**src/rtl/scl_timing_pkg.sv**
```systemverilog
// Shared types and constants for the SCL timing divider generator.
// Assumes the phase counts are 4 bits and the exponent field is 4 bits.
package scl_timing_pkg;

    localparam int PHASE_W = 4;
    localparam int EXP_W   = 4;
    localparam int WORD_W  = 32;

    // Fixed pattern in the fields of the timing word that are not computed
    localparam logic [WORD_W-1:0] FIXED_FIELDS = 32'h7770_0300;

    typedef enum logic [1:0] {
        PH_IDLE = 2'd0,
        PH_LOW  = 2'd1,
        PH_HIGH = 2'd2
    } scl_phase_e;

    typedef struct packed {
        logic [EXP_W-1:0]   exp_n;
        logic [PHASE_W-1:0] low_cnt;
        logic [PHASE_W-1:0] high_cnt;
    } scl_cfg_t;

endpackage

```
**src/rtl/scl_ratio_encoder.sv**
```systemverilog
// Combinational encoder: turns a divider ratio into an exponent and two
// phase counts, packs them into the timing word and flags high-speed mode.
// Assumes RATIO_W - 4 <= 15 so the exponent fits its 4-bit field.
module scl_ratio_encoder
    import scl_timing_pkg::*;
#(
    parameter int RATIO_W  = 16,
    parameter int HS_RATIO = 625
) (
    input  logic [RATIO_W-1:0] ratio,
    output scl_cfg_t           cfg,
    output logic [WORD_W-1:0]  word,
    output logic               hs
);
    localparam int MAX_N = RATIO_W - 4;

    logic [RATIO_W-1:0] r;
    logic               sticky;
    logic [EXP_W-1:0]   n;
    logic [4:0]         rem;
    logic [4:0]         lo5;
    logic [4:0]         hi5;

    // Halve the ratio until it fits 4 bits, tracking lost ones, then split it
    always_comb begin
        r      = (ratio < RATIO_W'(2)) ? RATIO_W'(2) : ratio;
        sticky = 1'b0;
        n      = '0;
        for (int i = 0; i < MAX_N; i++) begin
            if (r >= RATIO_W'(16)) begin
                sticky = sticky | r[0];
                r      = r >> 1;
                n      = n + EXP_W'(1);
            end
        end
        rem = {1'b0, r[3:0]} + {4'd0, sticky};
        lo5 = (rem >> 1) - 5'd1;
        hi5 = rem - lo5 - 5'd2;
    end

    // Pack the fields and compare against the high-speed threshold
    always_comb begin
        cfg.exp_n    = n;
        cfg.low_cnt  = lo5[PHASE_W-1:0];
        cfg.high_cnt = hi5[PHASE_W-1:0];
        word = FIXED_FIELDS | {12'd0, hi5[3:0], lo5[3:0], 8'd0, n};
        hs   = (ratio < RATIO_W'(HS_RATIO));
    end

endmodule

```
**src/rtl/scl_base_prescaler.sv**
```systemverilog
// Base tick prescaler: while run is high, pulses tick once every 2^exp_n
// clocks. The count restarts from zero whenever run is low.
// Assumes exp_n <= MAX_N.
module scl_base_prescaler
    import scl_timing_pkg::*;
#(
    parameter int MAX_N = 12
) (
    input  logic             clk,
    input  logic             rst_n,
    input  logic             run,
    input  logic [EXP_W-1:0] exp_n,
    output logic             tick
);
    logic [MAX_N-1:0] cnt;
    logic [MAX_N:0]   span;
    logic [MAX_N-1:0] term;

    // Terminal count is 2^exp_n - 1
    always_comb begin
        span = ((MAX_N+1)'(1) << exp_n) - (MAX_N+1)'(1);
        term = span[MAX_N-1:0];
        tick = run && (cnt == term);
    end

    // Count clocks toward the terminal value, clearing on tick or pause
    always_ff @(posedge clk) begin
        if (!rst_n || !run || tick) begin
            cnt <= '0;
        end else begin
            cnt <= cnt + MAX_N'(1);
        end
    end

endmodule

```
**src/rtl/scl_phase_sequencer.sv**
```systemverilog
// Phase sequencer: alternates SCL low and high phases, counting base ticks.
// It latches a new configuration only when a low phase begins, and it holds
// the high phase while the sensed line is still low (clock stretching).
module scl_phase_sequencer
    import scl_timing_pkg::*;
(
    input  logic             clk,
    input  logic             rst_n,
    input  logic             en,
    input  logic             scl_in,
    input  logic             tick,
    input  scl_cfg_t         next_cfg,
    output logic [EXP_W-1:0] exp_n,
    output logic             run,
    output logic             scl_low
);
    scl_phase_e         phase;
    scl_cfg_t           cur;
    logic [PHASE_W-1:0] ph_cnt;
    logic               stretch;

    // Derive the pause condition and the drive level from the phase
    always_comb begin
        stretch = (phase == PH_HIGH) && !scl_in;
        run     = (phase != PH_IDLE) && !stretch;
        scl_low = (phase == PH_LOW);
        exp_n   = cur.exp_n;
    end

    // Step through the phases on base ticks
    always_ff @(posedge clk) begin
        if (!rst_n) begin
            phase  <= PH_IDLE;
            cur    <= '0;
            ph_cnt <= '0;
        end else if (!en) begin
            phase  <= PH_IDLE;
            ph_cnt <= '0;
        end else begin
            case (phase)
                PH_IDLE: begin
                    phase  <= PH_LOW;
                    cur    <= next_cfg;
                    ph_cnt <= '0;
                end
                PH_LOW: begin
                    if (tick) begin
                        if (ph_cnt == cur.low_cnt) begin
                            phase  <= PH_HIGH;
                            ph_cnt <= '0;
                        end else begin
                            ph_cnt <= ph_cnt + PHASE_W'(1);
                        end
                    end
                end
                PH_HIGH: begin
                    if (tick) begin
                        if (ph_cnt == cur.high_cnt) begin
                            phase  <= PH_LOW;
                            cur    <= next_cfg;
                            ph_cnt <= '0;
                        end else begin
                            ph_cnt <= ph_cnt + PHASE_W'(1);
                        end
                    end
                end
                default: begin
                    phase  <= PH_IDLE;
                    ph_cnt <= '0;
                end
            endcase
        end
    end

endmodule

```
**src/rtl/scl_timing_gen.sv**
```systemverilog
// Top of the SCL timing divider generator. It encodes the ratio, scales the
// system clock to base ticks and sequences the SCL phases.
// Assumes scl_in is already synchronised to clk.
module scl_timing_gen
    import scl_timing_pkg::*;
#(
    parameter int RATIO_W  = 16,
    parameter int CLK_HZ   = 250_000_000,
    parameter int FAST_HZ  = 400_000
) (
    input  logic               clk,
    input  logic               rst_n,
    input  logic               en,
    input  logic [RATIO_W-1:0] ratio,
    input  logic               scl_in,
    output logic               scl_low,
    output logic               base_tick,
    output logic [WORD_W-1:0]  timing_word,
    output logic               hs_mode
);
    localparam int MAX_N    = RATIO_W - 4;
    localparam int HS_RATIO = CLK_HZ / FAST_HZ;

    scl_cfg_t         enc_cfg;
    logic [EXP_W-1:0] exp_n;
    logic             run;

    scl_ratio_encoder #(
        .RATIO_W  (RATIO_W),
        .HS_RATIO (HS_RATIO)
    ) u_enc (
        .ratio (ratio),
        .cfg   (enc_cfg),
        .word  (timing_word),
        .hs    (hs_mode)
    );

    scl_base_prescaler #(
        .MAX_N (MAX_N)
    ) u_pre (
        .clk   (clk),
        .rst_n (rst_n),
        .run   (run),
        .exp_n (exp_n),
        .tick  (base_tick)
    );

    scl_phase_sequencer u_seq (
        .clk      (clk),
        .rst_n    (rst_n),
        .en       (en),
        .scl_in   (scl_in),
        .tick     (base_tick),
        .next_cfg (enc_cfg),
        .exp_n    (exp_n),
        .run      (run),
        .scl_low  (scl_low)
    );

endmodule

```
**config.mk**
```make
export PLATFORM = sky130hd
export DESIGN_NAME = scl_timing_gen
export DESIGN_NICKNAME = d
export VERILOG_FILES = /design/src/rtl/scl_timing_pkg.sv /design/src/rtl/scl_ratio_encoder.sv /design/src/rtl/scl_base_prescaler.sv /design/src/rtl/scl_phase_sequencer.sv /design/src/rtl/scl_timing_gen.sv
export SDC_FILE = /design/constraint.sdc
export NUM_CORES = 1
export LEC_CHECK = 0
export BUFFER_PORTS_ARGS = -buffer_cell sky130_fd_sc_hd__buf_2
export CAP_MARGIN = 20
export CORE_MARGIN = 10
export CORE_UTILIZATION = 25
export CTS_CLUSTER_SIZE = 14
export DETAILED_ROUTE_END_ITERATION = 10
export PLACE_DENSITY = 0.4
export SETUP_SLACK_MARGIN = 0.1
export SLEW_MARGIN = 15
export SYNTH_ARGS = -nofsm -noshare
export SYNTH_HDL_FRONTEND = slang
export SYNTH_HIERARCHICAL = 1
export SYNTH_SLANG_ARGS = --single-unit
```
**constraint.sdc**
```tcl
create_clock -name clk -period 9.8 [get_ports clk]
set_input_delay 0.98 -clock clk [delete_from_list [all_inputs] [get_ports clk]]
set_output_delay 0.98 -clock clk [all_outputs]
set_load 0.03 [all_outputs]
```
==> qor.csv, run 1 <==
stage;metric;value;unit
status;status;finished clean;
synthesis;Yosys reg bits;30;
route;Final Routed Wirelength;10.30;mm
worst_setup_path;Setup CP Type;in2out;
synthesis;Synth Instances;522;
route;Antenna Violating Nets Remaining;0;
power_and_ir_drop;clock power share;26.1;%
layout;share of layout cells above drive strength 1;16.28;%
worst_setup_path;crit start category;primary input;
grt;gr usage total;9.502;%
synthesis;synthesized area;3985;um^2
layout;most frequent cells in the layout;nand2_1 (66), buf_2 (34), xnor2_1 (34);
power_and_ir_drop;P_leak;1.605;nW
cts;clock sink total;30;
grt;GRT Residual Overflow;0;
power_and_ir_drop;Worst VDD drop;0.06314;mV
timing;skew final;0.003572;ns
timing;final setup fails;0;
die;core area;15770;um^2
worst_setup_path;top cell family by delay on the critical path;adder cells;
power_and_ir_drop;combinational share of power;48.2;%
die;io pins;55;
cts;CTS tree;yes;
place;RePlAce Congestion;0.8348;
place;PortBufs;34;
layout;area delta synth->final;6.248;%
synthesis;Mapped Avg Cell Area;7.634;um^2
worst_setup_path;Worst path max stage delay;0.40;ns
cts;clk_lat worst skew;0.28;ns
place;dpl cell area;4060;um^2
cts;H-Tree Depth;2;
worst_setup_path;FF-to-FF setup slack;5.61;ns
timing;setup TNS;0;ns
timing;fmax;108.8;MHz
layout;FILL cells;1803;
run;max cap viols;0;
route;DRC viols;0;
worst_setup_path;largest fanout on the critical path;12;
layout;Layout Utilization;26.85;%
layout;Final #Nets;558;
grt;met2 global-route usage;15.92;%
route;Via-to-Cell Ratio;4.668;
synthesis;Post-synth EDFFs;0;
worst_setup_path;Crit path top cell by count;ha_1;
synthesis;ys flop type;dfxtp_1;
cts;Clock Path Buffers;2;
cts;cts bufs inserted;5;
die;Initial Utilization;25.27;%
grt;number of global-route vias before repair;3419;
worst_setup_path;crit path capture type;output pin;
grt;initial antenna violation count;0;
layout;# diodes;0;
die;Row Count;46;
synthesis;register area share after synthesis;15.07;%
place;HPWL Detailed;8.120;mm
worst_setup_path;Buf/Inv on CP;4;
grt;grt met1 use;12.49;%
timing;Least-Margin Pin Slew;0.8264;ns
timing;RSZ-0062 raised after global routing;false;
power_and_ir_drop;switching power as a share of total power;43.63;%
worst_hold_path;Hold WC Path Type;reg2reg;
power_and_ir_drop;Power Internal;0.0003439;W
grt;largest net degree at the start of global routing;28;
synthesis;Synth Warn #;6;
worst_setup_path;Critical-path top delay cell;ha_1;
route;DR vias;3417;
timing;fin. max-slew vios;0;
synthesis;Synth cell types;77;
timing;Tcrit/Tclk final;93.82;%
synthesis;ys async rst share;0;%
die;Die Width;146.3;um
die;die height;146.3;um
grt;first-pass GRT wire length;17.55;mm
layout;post-route cell area;4234;um^2
die;Die ar.;21390;um^2
power_and_ir_drop;P_sw;0.0002662;W
cts;clk slew on worst S/H paths;0.05;ns
timing;Final Hold Fails;0;
cts;CTS root buf;clkbuf_16;
grt;gr busiest metal;met2;
power_and_ir_drop;Flop pwr share;25.7;%
layout;most common cell after layout, fill and taps aside;nand2_1;
route;DRT Pass-1 Iters;4;
route;Iteration-0 DRC Markers;186;
route;WL per Instance;14.07;um
timing;relative slew slack;44.90;%
power_and_ir_drop;overall power;0.0006100;W
timing;crit path time final;9.194;ns
power_and_ir_drop;pwr dens;144.1;nW/um^2
cts;CTS Hold Bufs;0;
grt;M3 GR Usage;1.483;%
worst_setup_path;Critical Path RT;8.82;ns
worst_setup_path;Worst EP arrival;8.21;ns
-- tightest hold or removal path, stage by stage, from the launching register on --
cell	delay, ns
dfxtp_1	0.31
nand2_1	0.06
mux2i_1	0.05
-- through the flow --
step / hold WS, ns / std cells / setup slack [ns]
3_5_place_dp: 0.4718 / 722 / 0.5071
4_1_cts: 0.4795 / 730 / 0.4743
3_3_place_gp: 0.4634 / 722 / 0.7151
5_1_grt: 0.4950 / 732 / 0.1449
2_1_floorplan: 0.4351 / 540 / 1.204
6_report: 0.4742 / 732 / 0.6056
-- power groups by stage --
stage / Combinational (W) / Clock [W] / Sequential [W]
after floorplan: 0.000282 / 0 / 0.000145
after global placement: 0.000294 / 0 / 0.000160
after detailed placement: 0.000295 / 0 / 0.000160
after CTS: 0.000296 / 0.000164 / 0.000157
after global routing: 0.000326 / 0.000168 / 0.000160
final: 0.000294 / 0.000159 / 0.000157
-- state kept, by name (all words and copies together), names as in the netlist --
name,flops
u_pre/cnt,12
u_seq/cur,8
u_seq/exp_n,4
u_seq/ph_cnt,4
u_seq/phase,2
-- cell type report --
| cell class | instances | area, um^2 | share of cell area (%) |
|---|---|---|---|
| clock buffer | 6 | 138.9 | 3.280 |
| multi-input combinational | 420 | 2940 | 69.44 |
| tap | 216 | 270.3 | 6.383 |
| sequential | 30 | 600.6 | 14.18 |
| clock inverter | 2 | 12.51 | 0.2955 |
| inverter | 21 | 78.83 | 1.862 |
| timing repair buffer | 37 | 192.7 | 4.551 |
-- worst paths after layout --
path	from	to	depth (start not counted)
max	ratio[10]	timing_word[1]	33
min	u_seq/cur[4]	u_seq/cur[4]	2
max reg2reg	u_seq/exp_n[2]	u_seq/cur[1]	12
min reg2reg	u_seq/cur[4]	u_seq/cur[4]	2
-- kinds of logic (layout without fill, tap and decap cells) --
group | Yosys count | after routing | synth area share (%)
AOI/OAI and AO/OA | 120 | 120 | 20.94
buffers and inverters | 90 | 66 | 13.03
and+or+nand+nor | 185 | 185 | 25.68
adders and majority gates | 23 | 23 | 7.410
xor gates and xnor gates | 50 | 50 | 11.93
muxes | 22 | 22 | 5.745
DFF | 30 | 30 | 15.07
other | 2 | 20 | 0.1885
-- repair_timing --
| action | 4_1_cts | 5_1_grt |
|---|---|---|
| setup buffers | 0 | 2 |
| setup endpoints to repair | 0 | 3 |
| resized for setup | 0 | 2 |
| hold endpoints to repair | 0 | 0 |
-- cells in the mapped netlist, drive strengths merged, types with 3 or more instances --
cell type / count / area [um^2]
o31ai: 5 / 37.54
nor4b: 4 / 56.30
nor3b: 3 / 27.52
a221o: 3 / 30.03
nand3: 17 / 102.6
xnor2: 38 / 355.3
nor2: 35 / 143.9
dfxtp: 30 / 600.6
a211oi: 15 / 112.6
nand2b: 5 / 31.28
o22ai: 4 / 25.02
mux2: 4 / 48.79
ha: 22 / 275.3
a31oi: 5 / 31.28
o211ai: 5 / 37.54
o21ai: 38 / 212.7
nor3: 8 / 62.56
buf: 50 / 369.1
xor2: 11 / 96.34
nand3b: 4 / 30.03
and3: 5 / 36.28
or3: 6 / 47.54
inv: 21 / 78.82
a21oi: 26 / 133.9
clkbuf: 19 / 71.32
nand2: 66 / 247.7
nor2b: 7 / 43.79
nand4: 7 / 43.79
or2: 4 / 27.53
mux2i: 18 / 180.2
and2: 6 / 37.54
-- routing by layer --
| layer | up-vias | part of all wire (%) | wire (um) |
|---|---|---|---|
| met4 | 0 | 0.93 | 96 |
| met5 | - | 0 | 0 |
| met1 | 1589 | 51 | 5204 |
| met3 | 7 | 2.4 | 251 |
| met2 | 55 | 46 | 4744 |
| li1 | 1766 | - | - |
Note: power is estimated with default switching activity, not from simulation.
==> run 2: changes to the inputs <==
- CELL_PAD_IN_SITES_DETAIL_PLACEMENT: not set -> 0
- CELL_PAD_IN_SITES_GLOBAL_PLACEMENT: not set -> 1
- PLACE_DENSITY: 0.4 -> 0.51
==> run 2 against run 1 <==
- design area rose by 0.18%
- non-clock buffer count fell by 1
- critical endpoint unchanged
- global-route usage fell by 0.13 points
==> qor.csv, run 2 (synthesis results as in run 1) <==
stage;metric;value;unit;change
status;status;finished clean;;
grt;first-pass GRT wire length;17.24;mm;-1.8%
layout;Largest register FFs;12;;unchanged
route;Via-to-Cell Ratio;4.731;;+1.3%
timing;fin. max-slew vios;0;;unchanged
worst_setup_path;Crit path top cell by count;ha_1;;
timing;final setup fails;0;;unchanged
worst_setup_path;Critical-path top delay cell;nor4_4;;
timing;crit path time final;9.140;ns;-0.05467 ns
route;Final Routed Wirelength;10.40;mm;+0.96%
cts;clock sink total;30;;unchanged
run;max cap viols;0;;unchanged
worst_setup_path;Buf/Inv on CP;4;;unchanged
place;RePlAce Congestion;0.8065;;-3.4%
cts;clk slew on worst S/H paths;0.05;ns;about the same
timing;Tcrit/Tclk final;93.26;%;-0.56 points
worst_setup_path;top cell family by delay on the critical path;adder cells;;
route;Iteration-0 DRC Markers;185;;-0.54%
timing;RSZ-0062 raised after global routing;false;;
timing;skew final;0.005273;ns;+0.001701 ns
layout;register area;600.6;um^2;unchanged
worst_setup_path;cells on worst reg2reg path;12;;unchanged
grt;initial antenna violation count;0;;unchanged
layout;most frequent cells in the layout;nand2_1 (66), buf_2 (34), xnor2_1 (34);;
route;DRT Pass-1 Iters;4;;unchanged
worst_setup_path;Setup CP Type;in2out;;
worst_setup_path;Critical Path RT;8.82;ns;about the same
route;Antenna Violating Nets Remaining;0;;unchanged
die;Row Count;46;;unchanged
cts;CTS root buf;clkbuf_16;;
power_and_ir_drop;Worst VDD drop;0.08170;mV;+29%
timing;post-route worst setup slack;0.6603;ns;+0.05467 ns
cts;H-Tree Depth;2;;unchanged
layout;area of the multi-input gates;2940;um^2;unchanged
timing;setup TNS;0;ns;unchanged
die;Die ar.;21390;um^2;unchanged
layout;Final #Nets;557;;-0.18%
route;WL per Instance;14.22;um;+1.1%
die;die height;146.3;um;unchanged
timing;Least-Margin Pin Slew;0.8134;ns;-0.01307 ns
die;io pins;55;;unchanged
layout;share of layout cells above drive strength 1;15.92;%;-0.36 points
worst_setup_path;CP Depth;33;;unchanged
die;Initial Utilization;25.27;%;unchanged
worst_setup_path;crit start category;primary input;;
layout;Largest Register;u_pre/cnt;;
cts;CTS Hold Bufs;0;;unchanged
layout;FILL cells;1794;;-0.50%
die;core area;15770;um^2;unchanged
timing;final hold slack;0.4705;ns;-0.003696 ns
grt;gr usage total;9.376;%;-0.13 points
worst_setup_path;crit path capture type;output pin;;
layout;Largest regs;u_pre/cnt: 12 flops, u_seq/cur: 8 flops;;
grt;GRT Residual Overflow;0;;unchanged
grt;largest net degree at the start of global routing;28;;unchanged
place;DP Worst Slack;0.5386;ns;+0.03147 ns
place;PortBufs;34;;unchanged
die;Die Width;146.3;um;unchanged
cts;clk_lat worst skew;0.27;ns;about the same
route;DR vias;3458;;+1.2%
layout;# diodes;0;;unchanged
layout;area delta synth->final;6.436;%;
worst_setup_path;Worst path max stage delay;0.40;ns;about the same
layout;most common cell after layout, fill and taps aside;nand2_1;;
cts;cts bufs inserted;5;;unchanged
power_and_ir_drop;pwr dens;147.4;nW/um^2;+2.3%
worst_hold_path;Hold WC Path Type;reg2reg;;
cts;CTS tree;yes;;
timing;relative slew slack;45.77;%;+0.87 points
power_and_ir_drop;P_leak;1.604;nW;about the same
cts;Clock Path Buffers;2;;unchanged
worst_hold_path;hold depth;2;;unchanged
worst_setup_path;Worst EP arrival;8.16;ns;-0.05 ns
timing;fmax;109.4;MHz;+0.60%
place;HPWL Detailed;8.065;mm;-0.68%
grt;number of global-route vias before repair;3336;;-2.4%
timing;Final Hold Fails;0;;unchanged
route;DRC viols;0;;unchanged
worst_setup_path;largest fanout on the critical path;9;;-3
run 2: final timing paths:
check	start	end	slack, ns
max	ratio[12]	timing_word[1]	0.66
min	u_seq/cur[4]	u_seq/cur[4]	0.47
max reg2reg	u_seq/exp_n[1]	u_seq/exp_n[2]	5.60
min reg2reg	u_seq/cur[4]	u_seq/cur[4]	0.47
run 2: metal layers:
| metal | part of all wire, % | track usage, % |
|---|---|---|
| met1 | 49 | 12.36 |
| met2 | 48 | 15.79 |
| met3 | 2.5 | 1.205 |
| met4 | 0.79 | 2.252 |
| met5 | 0 | 0 |
run 2: cell type report:
| cell class | instances | share of cell area, % |
|---|---|---|
| Multi-Input combinational cell | 420 | 69.32 |
| Sequential cell | 30 | 14.16 |
| Tap cell | 216 | 6.372 |
| Timing Repair Buffer | 36 | 4.366 |
| Clock buffer | 6 | 3.038 |
| Inverter | 21 | 1.858 |
| Clock inverter | 2 | 0.8850 |
run 2: through the flow:
step | area, um^2 | utilization (%) | power [W] | instances
after floorplan | 4053 | - | 0.0004273 | 540
after global placement | 4053 | 25.70 | 0.0004534 | 721
after detailed placement | 4053 | 25.70 | 0.0004535 | 721
after CTS | 4219 | 26.75 | 0.0006319 | 729
after global routing | 4242 | 26.90 | 0.0006678 | 731
final | 4242 | 26.90 | 0.0006251 | 731
run 2: worst min-delay path: stages (launching register included):
cell and delay (ns):
dfxtp_1 0.31, nand2_1 0.06, mux2i_1 0.05
run 2: what timing repair did:
action	CTS	global route
resized for setup	0	2
buffers inserted	0	2
endpoints found under the setup margin	0	3
run 2: power breakdown:
part	internal, W	total [W]	switching (W)
Combinational	0.000108	0.000294	0.000186
Sequential	0.000135	0.000157	0.0000221
Clock	0.000120	0.000175	0.0000548
